File: config.mk
export PLATFORM = sky130hd
export DESIGN_NAME = diag_tap_mux
export DESIGN_NICKNAME = d
export VERILOG_FILES = /design/src/rtl/diag_pkg.sv /design/src/rtl/edge_rise.sv /design/src/rtl/tick_counter.sv /design/src/rtl/diag_tap_mux.sv
export SDC_FILE = /design/constraint.sdc
export NUM_CORES = 1
export LEC_CHECK = 0
export BUFFER_PORTS_ARGS = -buffer_cell sky130_fd_sc_hd__buf_2
export CAP_MARGIN = 0
export CORE_ASPECT_RATIO = 0.6
export CORE_MARGIN = 2
export CORE_UTILIZATION = 30
export CTS_CLUSTER_DIAMETER = 120
export DETAILED_ROUTE_END_ITERATION = 7
export GPL_ROUTABILITY_DRIVEN = 1
export PLACE_DENSITY = 0.52
export SYNTH_ARGS = -nofsm -noshare
export SYNTH_HDL_FRONTEND = slang
export SYNTH_SLANG_ARGS = --single-unit
File: constraint.sdc
create_clock -name clk -period 3.1 [get_ports clk]
set_input_delay 0.62 -clock clk [delete_from_list [all_inputs] [get_ports clk]]
set_output_delay 0.62 -clock clk [all_outputs]
set_load 0.005 [all_outputs]
File: src/rtl/diag_pkg.sv
`timescale 1ns/1ps
package diag_pkg;

    typedef enum logic [2:0] {
        TAP_SCAN   = 3'b000,
        TAP_ONE    = 3'b001,
        TAP_REF16  = 3'b010,
        TAP_MCNT   = 3'b011,
        TAP_MAIN   = 3'b100,
        TAP_ZERO   = 3'b101,
        TAP_BYPASS = 3'b110,
        TAP_MAIN4  = 3'b111
    } tap_e;

    // lane positions of the edge detector
    localparam int LANE_REF  = 0;
    localparam int LANE_SER  = 1;
    localparam int LANE_MAIN = 2;
    localparam int LANES     = 3;

    // prescale limit (ratio - 1) for the post-divider code
    function automatic logic [2:0] prescale_lim(input logic [1:0] code);
        case (code)
            2'b11:   return 3'd0;
            2'b00:   return 3'd1;
            2'b01:   return 3'd3;
            default: return 3'd7;
        endcase
    endfunction

endpackage

File: src/rtl/edge_rise.sv
`timescale 1ns/1ps
module edge_rise #(
    parameter int LANES = 3
) (
    input  logic             clk,
    input  logic             rst,
    input  logic [LANES-1:0] lvl,
    output logic [LANES-1:0] rise
);
    logic [LANES-1:0] prev_q;

    for (genvar i = 0; i < LANES; i++) begin : g_lane
        always_ff @(posedge clk) begin
            if (rst) prev_q[i] <= 1'b0;
            else     prev_q[i] <= lvl[i];
        end
        assign rise[i] = lvl[i] & ~prev_q[i];
    end
endmodule

File: src/rtl/tick_counter.sv
`timescale 1ns/1ps
module tick_counter #(
    parameter int W = 9
) (
    input  logic         clk,
    input  logic         rst,
    input  logic         tick,
    input  logic [W-1:0] limit,
    output logic         fire
);
    logic [W-1:0] cnt_q;

    assign fire = tick && (cnt_q >= limit);

    always_ff @(posedge clk) begin
        if (rst)       cnt_q <= '0;
        else if (fire) cnt_q <= '0;
        else if (tick) cnt_q <= cnt_q + 1'b1;
    end
endmodule

File: src/rtl/diag_tap_mux.sv
`timescale 1ns/1ps
module diag_tap_mux
    import diag_pkg::*;
#(
    parameter int M_W      = 9,
    parameter int REF_DIV  = 16,
    parameter int MAIN_DIV = 4
) (
    input  logic           clk,
    input  logic           rst,
    input  logic [2:0]     tsel,
    input  logic [M_W-1:0] m_div,
    input  logic [1:0]     n_code,
    input  logic           ref_clk,
    input  logic           ser_clk,
    input  logic           main_clk,
    input  logic           scan_bit,
    output logic           test_out,
    output logic           bypass
);
    localparam int REF_HALF  = REF_DIV / 2;
    localparam int MAIN_HALF = MAIN_DIV / 2;
    localparam int REF_CW    = (REF_HALF > 2) ? $clog2(REF_HALF) : 1;
    localparam int MAIN_CW   = (MAIN_HALF > 2) ? $clog2(MAIN_HALF) : 1;
    localparam logic [REF_CW-1:0]  REF_LIM  = REF_CW'(REF_HALF - 1);
    localparam logic [MAIN_CW-1:0] MAIN_LIM = MAIN_CW'(MAIN_HALF - 1);

    logic [LANES-1:0] lvl, rise;
    logic bypass_q, test_q, m_pulse_q, ref16_q, main4_q;
    logic ref_fire, main_fire, pre_fire, m_fire, m_tick;
    logic [M_W-1:0] m_lim;

    assign lvl[LANE_REF]  = ref_clk;
    assign lvl[LANE_SER]  = ser_clk;
    assign lvl[LANE_MAIN] = main_clk;

    edge_rise #(.LANES(LANES)) u_edges (
        .clk(clk), .rst(rst), .lvl(lvl), .rise(rise)
    );

    // fixed reference and main-clock dividers
    tick_counter #(.W(REF_CW)) u_ref_div (
        .clk(clk), .rst(rst), .tick(rise[LANE_REF]), .limit(REF_LIM), .fire(ref_fire)
    );
    tick_counter #(.W(MAIN_CW)) u_main_div (
        .clk(clk), .rst(rst), .tick(rise[LANE_MAIN]), .limit(MAIN_LIM), .fire(main_fire)
    );

    // bypass prescaler on the serial clock
    tick_counter #(.W(3)) u_prescale (
        .clk(clk), .rst(rst), .tick(rise[LANE_SER] & bypass_q),
        .limit(prescale_lim(n_code)), .fire(pre_fire)
    );

    // feedback counter: source switches with the bypass flag
    assign m_tick = bypass_q ? pre_fire : rise[LANE_REF];
    assign m_lim  = (m_div <= M_W'(1)) ? '0 : m_div - 1'b1;

    tick_counter #(.W(M_W)) u_mcnt (
        .clk(clk), .rst(rst), .tick(m_tick), .limit(m_lim), .fire(m_fire)
    );

    always_ff @(posedge clk) begin
        if (rst) begin
            bypass_q  <= 1'b0;
            m_pulse_q <= 1'b0;
            ref16_q   <= 1'b0;
            main4_q   <= 1'b0;
        end else begin
            bypass_q  <= (tsel == TAP_BYPASS);
            m_pulse_q <= m_fire;
            if (ref_fire)  ref16_q <= ~ref16_q;
            if (main_fire) main4_q <= ~main4_q;
        end
    end

    logic tap_val;
    always_comb begin
        case (tap_e'(tsel))
            TAP_SCAN:   tap_val = scan_bit;
            TAP_ONE:    tap_val = 1'b1;
            TAP_REF16:  tap_val = ref16_q;
            TAP_MCNT:   tap_val = m_pulse_q;
            TAP_MAIN:   tap_val = main_clk;
            TAP_ZERO:   tap_val = 1'b0;
            TAP_BYPASS: tap_val = m_pulse_q;
            default:    tap_val = main4_q;
        endcase
    end

    always_ff @(posedge clk) begin
        if (rst) test_q <= 1'b0;
        else     test_q <= tap_val;
    end

    assign test_out = test_q;
    assign bypass   = bypass_q;


    bypass_set_chk: assert property (@(posedge clk) disable iff (rst)
        (tsel == TAP_BYPASS) |=> bypass_q);

    bypass_clr_chk: assert property (@(posedge clk) disable iff (rst)
        (tsel != TAP_BYPASS) |=> !bypass_q);

    one_lvl_chk: assert property (@(posedge clk) disable iff (rst)
        (tsel == TAP_ONE) |=> test_q);

    zero_lvl_chk: assert property (@(posedge clk) disable iff (rst)
        (tsel == TAP_ZERO) |=> !test_q);

    scan_follow_chk: assert property (@(posedge clk) disable iff (rst)
        (tsel == TAP_SCAN) |=> (test_q == $past(scan_bit)));

    ref16_hold_chk: assert property (@(posedge clk) disable iff (rst)
        !rise[LANE_REF] |=> $stable(ref16_q));

    mpulse_single_chk: assert property (@(posedge clk) disable iff (rst)
        m_pulse_q |=> !m_pulse_q);

    ser_quiet_chk: assert property (@(posedge clk) disable iff (rst)
        (!bypass_q && !rise[LANE_REF]) |=> !m_pulse_q);
endmodule

# Word-level counts from Yosys, hierarchy flattened
# Cells that the tools add are included.
[classes] add_sub_neg=5 multipliers=0 div=0 n_lt_le_gt_ge=5 eq_ne=8 shift=0 muxes=4 bitwise_logic=9 reduce_logical=11
[ops] cell="OR reduction 2 bit" n=5
[ops] cell="adder 9 x 1 -> 9 bit (second input constant)" n=1
[ops] cell="== test 3 bit (second input constant)" n=3
[ops] cell="greater-or-equal comparator 9 bit" n=1
[ops] cell="less-or-equal comparator 9 x 1 -> 1 bit (second input constant)" n=1
[ops] cell="two-way mux 9 bit" n=1
[ops] cell="case mux 3 bit (3 select lines)" n=1
[ops] cell="subtractor 9 x 1 -> 9 bit (second input constant)" n=1
[ops] cell="adder 3 x 1 -> 3 bit (second input constant)" n=2
[ops] cell="== test 3 x 2 -> 1 bit (second input constant)" n=2
[ops] cell="case mux 1 bit (6 select lines)" n=1
[ops] cell="inverter 1 bit" n=5
[ops] cell="AND 1 bit" n=4
[ops] cell="logical AND 1 bit" n=4
[ops] cell="== test 3 x 1 -> 1 bit (second input constant)" n=1
[ops] cell="greater-or-equal comparator 3 bit" n=1
[ops] cell="greater-or-equal comparator 3 bit (second input constant)" n=1
[ops] cell="zero test 3 bit" n=1
[ops] cell="== test 2 x 1 -> 1 bit (second input constant)" n=1
[ops] cell="== test 2 bit (second input constant)" n=1
[ops] cell="zero test 2 bit" n=1
[ops] cell="adder 1 bit (second input constant)" n=1
[ops] cell="greater-or-equal comparator 1 bit (second input constant)" n=1
[ops] cell="two-way mux 1 bit" n=1
[word_totals] reg_bits=24 latchBits=0 ramBits=0 rom_bits=0 in_bits=20 out_inout_bits=2 memories=0

# Longest topological paths before layout
[logic_depth] depth_word=7 ltp_mapped=13 ltp_nobuf=12

# Cells and area by module
# A second synthesis with hierarchy kept.
[hier_totals] hier_cells=212 area_unflattened_um2=1855.5
[modules_own_cells] module="tick_counter at u_mcnt" n_inst=1 cells_per_inst=83 area_per_inst_um2=738.2
[modules_own_cells] module="diag_tap_mux" n_inst=1 cells_per_inst=62 area_per_inst_um2=499.2
[modules_own_cells] module="tick_counter at u_prescale ..." n_inst=2 cells_per_inst=26 area_per_inst_um2=231.5
[modules_own_cells] module="edge_rise" n_inst=1 cells_per_inst=9 area_per_inst_um2=105.1
[modules_own_cells] module="tick_counter at u_main_div" n_inst=1 cells_per_inst=6 area_per_inst_um2=50.0

# Worst setup path after synthesis
# Ideal clock, no wire load.
[synth_timing] path_kind="input -> register" startpoint="in m_div[4]" endpoint="reg u_mcnt.cnt_q[2]" setup_ns=0.074 t_arrival_ns=2.847 t_required_ns=3.026 setup_slack_ns=0.179 path_stages=12 path_cell_list="or4_4 nor3_2 nand2_1 xnor2_1 nand2_1 ha_1 nand4_1 nor2_1 a21oi_2 buf_2 nand4_1 a31oi_1"
[synth_between] elab_chain_cells=5 elab_cells_between_ends=6 cone_classes="add/sub: 1; order compare: 2; mux: 1; reduce/logical: 2"
[synth_lines] item="from (decl)" line_no="diag_tap_mux.sv:12" text="input logic [M_W-1:0] m_div,"
[synth_lines] item="subtractor 9 x 1 -> 9 bit / less-or-equal comparator 9 x 1 -> 1 bit (equally long branches)" line_no="diag_tap_mux.sv:57" text="assign m_lim = (m_div <= M_W'(1)) ? '0 : m_div - 1'b1;"
[synth_lines] item="two-way mux 9 bit (*)" line_no="diag_tap_mux.sv:57"
[synth_lines] item="greater-or-equal comparator 9 bit (*)" line_no="tick_counter.sv:13" text="assign fire = tick && (cnt_q >= limit);"
[synth_lines] item="logical AND 1 bit (*)" line_no="tick_counter.sv:13"
[synth_lines] item="OR reduction 2 bit (no source line) (*)"
[synth_lines] item="to (signal assigned)" line_no="tick_counter.sv:18" text="else if (tick) cnt_q <= cnt_q + 1'b1;"
[synth_lines] item="to (decl)" line_no="tick_counter.sv:11" text="logic [W-1:0] cnt_q;"
# Every way passes the cells marked *; elsewhere a longest branch is shown, timed or not.
# A chain may end at the register's enable or synchronous reset.

# Worst setup path after layout
[layout_timing] startpoint="in m_div[4]" endpoint="reg u_mcnt.cnt_q[6]"
# Same word-level chain as after synthesis.

==> results summary <==
The area after detailed placement is 1863 um^2. The number of primary I/O pins came out at 22. Ranked by total cell area, the synthesized netlist is headed by sky130_fd_sc_hd__dfxtp_1, sky130_fd_sc_hd__ha_1, sky130_fd_sc_hd__nand2_1. For this block, the routed nets add up to around 3300 um of wire. The final count of negative-setup-slack endpoints is 0. The number of remaining DRC errors is 0.

The worst-skew pair later-pin latency came out at approximately 0.26 ns. Of the cells placed in the final design, the portion with a size suffix greater than 1 is 0.1797. The post-route worst hold slack came out at around 0.50 ns. The detailed router finished its first iteration with 35 violations. The leakage power came out at ~0.0008 uW. The longest clock path from root to sink contains 2 buffers.

The post-synthesis share of cell area spent on xor and xnor gates came out at 0.06302. The final core area utilization came out at 0.3659. The number of hold buffers added after CTS was 0. The tool flagged a number of max-cap violations equal to 0. At the end of the flow, the number of nets in the layout was ~260.

Of all nets on the critical path, the largest fanout is 17. The startpoint identified for the worst hold timing path is u_mcnt.cnt_q[0]. The internal cell power is 452.5 uW.

The required time at the endpoint of the critical path came out at 3.28 ns. The worst setup path is of the in -> reg kind. The maximum level of the CTS H-tree is 1. The number of nets in the synthesized netlist is roughly 240. Across the whole layout, storage elements account for ~480 um^2. The post-synthesis async set-or-reset flop share came out at 0.

The proportion of power drawn by combinational gates came out at 0.174. The root cell of the clock tree is sky130_fd_sc_hd__clkbuf_8. The die is between 100 and 150 um wide. The multi-input combinational cells in the finished layout cover a total of ~1100 um^2. The data arrival time of the worst path is between 2 and 3 ns.

The via-per-instance ratio is between 4 and 5. The flow ran to the end, and the final reports show no timing, DRC or antenna violations. The count of port buffers added during placement is 21.

At the pin with the least slew margin, the transition time is approximately 0.45 ns. Of the post-synthesis cell area, the dominant cell type holds 0.2881. On the worst path, the slowest cell contributes a delay of roughly 0.57 ns. The final weighted congestion of routability-driven global placement came out at about 0.72. Across every metal layer, demand over resource in global routing totals 0.1150. Between clock sinks in the finished design, the worst skew comes to between 0.004 and 0.005 ns. The count of pins over their slew limit is 0. The total inserted antenna cells is 0. The leftover overflow at the end of global routing came out at 0. The area added between synthesis and finish is 14.18%. The worst-case vdd ir drop is 175.5 uV. The biggest area contributor in the post-synthesis netlist is sky130_fd_sc_hd__dfxtp_1. The synthesized netlist contains 39 unique library cells.

The fraction of synthesized area in multiplexers came out at 0.03751. The sequential power share is 0.538. The areal power density over the cells is 318.4 nW/um^2.

The library cell used most frequently in the layout, excluding fill and tap cells, is sky130_fd_sc_hd__nand2_1. Buffers added to address setup during post-CTS repair amount to 0. Setup total negative slack on the finished layout was measured at 0 ns. The clock share of power is 0.287.

Gates resized during post-CTS repair numbered 0. The number of clock buffers added by TritonCTS is 3. Setup repair after global routing left no endpoint under its margin. The worst register-to-register path begins at u_prescale.cnt_q[0]. After clock tree synthesis, the clock-pin slew on the worst setup and hold paths is 0.08 ns. The number of enable flip-flop cells after synthesis is 0. The first-pass GRT wire length came out at ~5600 um. The post-synthesis adder-cell area fraction is 0.1500.

The chip height came out at 61.76 um. The count of fill cells added during filler insertion came out at approximately 550. The placeable core area is around 5200 um^2. The first-pass iteration count of the detailed router came out at 4. In this run the tightest slew margin relative to its limit is 0.7001. The post-synthesis simple-gate area fraction came out at 0.2858. The routed layout has 1362 vias. The clock period could shrink to ~2.8 ns. The count of nets left with antenna violations after detail routing is 0. The maximum number of pins on one net before global-route repair is 19.

For this design, the sink count on the clock tree is 24. The number of global-route vias before repair is approximately 1200. The mean routed wirelength per cell came out at approximately 12 um.

The initial antenna violation count is 0. The average footprint of a synthesized cell came out at between 8 and 9 um^2. The compound-gate portion of the synthesized area came to 0.1335.

For this configuration, the core starts out at a cell density of 0.3204. Based on the critical path, the design can be clocked at up to around 0.36 GHz. The type of element capturing the critical path is a flop.

The cell with the largest stage delay on the worst path is sky130_fd_sc_hd__or4_4. Traced cell by cell, the critical path runs through buf_2, or4_4, nor3_2, nand2_1, xnor2_1, nand2_1, ha_1, nand4_1, nor2_1, a21oi_2, buf_12, nand4_1, a31oi_1. TritonCTS built the clock tree. The final cell count without fillers is 283. The number of register bits inferred by synthesis is 24. The switching portion of total power came out at 0.2539. The mapped cell area came out at approximately 1700 um^2. The main combinational cell family by area after synthesis is simple AND/OR/NAND/NOR gates. Leaving out fill and tap cells, the most frequent cells in the layout are sky130_fd_sc_hd__nand2_1, sky130_fd_sc_hd__nor2_1, sky130_fd_sc_hd__dfxtp_1, sky130_fd_sc_hd__buf_2, sky130_fd_sc_hd__ha_1. The prevailing post-synth register cell is sky130_fd_sc_hd__dfxtp_1. The cell count after synthesis is 197. The post-detailed-placement half-perimeter wirelength came out at 2619 um.

The cell count after placement came out at 280. The die footprint is 6192 um^2. The total number of placement rows came out at 20. The number of failing hold endpoints at the final stage came to 0. During synthesis, Yosys emitted a total of 0 warnings. The net switching power is around 150 uW.

The summed area of non-filler cells in the final layout came out at 1904 um^2. The period utilization is 0.8938. The worst setup path is launched from a primary input.

The most critical setup path has its startpoint at m_div[4]. The share of the Yosys chip area taken by registers is 0.2881. The type of the tightest min-delay check is reg -> reg.
[through the flow]
| stage | power (uW) | worst slack (ns) |
|---|---|---|
| 4_1_cts | 619.9 | 0.3255 |
| 6_report | 606.4 | 0.3292 |
| 2_1_floorplan | 405.3 | 0.1786 |
| 3_3_place_gp | 439.8 | 0.08241 |
| 3_5_place_dp | 440.5 | 0.03815 |
| 5_1_grt | 647.8 | 0.09601 |
[flip-flops by register name, indices dropped and copies added (netlist names)]
name and flops:
u_mcnt.cnt_q 9, u_edges.prev_q 3, u_prescale.cnt_q 3, u_ref_div.cnt_q 3, bypass 1, m_pulse_q 1
main4_q 1, ref16_q 1, test_out 1, u_main_div.cnt_q 1
[critical path, delay by kind of cell]
family / cells / cell delay [ns]
AND/OR/NAND/NOR: 7 / 1.21
adder cells (fa/ha/maj): 1 / 0.34
XOR/XNOR: 1 / 0.15
buffers and inverters: 2 / 0.28
AO/OA/AOI/OAI: 2 / 0.37
[metal layers]
| metal | GRT usage | vias to the layer above | wire (um) |
|---|---|---|---|
| met5 | 0 | - | 0 |
| met4 | 0.01761 | 0 | 8 |
| met3 | 0.03915 | 2 | 176 |
| met2 | 0.1668 | 21 | 1248 |
| met1 | 0.1684 | 593 | 1849 |
| li1 | - | 746 | - |
[final timing paths]
kind / end / slack [ns] / depth (start not counted)
setup / recovery: u_mcnt.cnt_q[6] / 0.33 / 13
setup reg to reg: u_mcnt.cnt_q[7] / 1.21 / 7
hold / removal: u_mcnt.cnt_q[0] / 0.50 / 2
hold reg to reg: u_mcnt.cnt_q[0] / 0.50 / 2
[synth_stat cells (2+ instances only)]
cell and n:
sky130_fd_sc_hd__nand2_1 27, sky130_fd_sc_hd__dfxtp_1 24, sky130_fd_sc_hd__nor2_1 24, sky130_fd_sc_hd__ha_1 20, sky130_fd_sc_hd__nand4_1 14, sky130_fd_sc_hd__inv_1 10
sky130_fd_sc_hd__a31oi_1 8, sky130_fd_sc_hd__a21oi_1 7, sky130_fd_sc_hd__nor2b_1 7, sky130_fd_sc_hd__xnor2_1 7, sky130_fd_sc_hd__xor2_1 5, sky130_fd_sc_hd__mux2i_1 4
sky130_fd_sc_hd__nand2b_1 4, sky130_fd_sc_hd__nand3_1 3, sky130_fd_sc_hd__nor3_1 3, sky130_fd_sc_hd__buf_2 2, sky130_fd_sc_hd__clkbuf_1 2, sky130_fd_sc_hd__mux2_2 2
sky130_fd_sc_hd__o2111ai_1 2, sky130_fd_sc_hd__o21ai_0 2, sky130_fd_sc_hd__or2_2 2
[cell families after synthesis]
family / after synthesis
buffers and inverters: 16
xor gates and xnor gates: 12
muxes: 6
AOI/OAI and AO/OA: 28
adders and majority gates: 20
DFF: 24
and+or+nand+nor: 91
[area by class of cell]
| type | count | area share |
|---|---|---|
| multi-input combinational | 157 | 0.5867 |
| sequential | 24 | 0.2523 |
| clock buffer | 3 | 0.02168 |
| tap | 66 | 0.04336 |
| timing repair buffer | 23 | 0.07622 |
| inverter | 10 | 0.01971 |
[power by group through the flow]
stage	Sequential, uW	Clock [uW]	Combinational (uW)
floorplan	332	0	72.8
global placement	334	0	106
detailed placement	334	0	107
CTS	326	186	107
global route	328	198	122
finish	326	174	106
(Power assumes the default switching activity.)
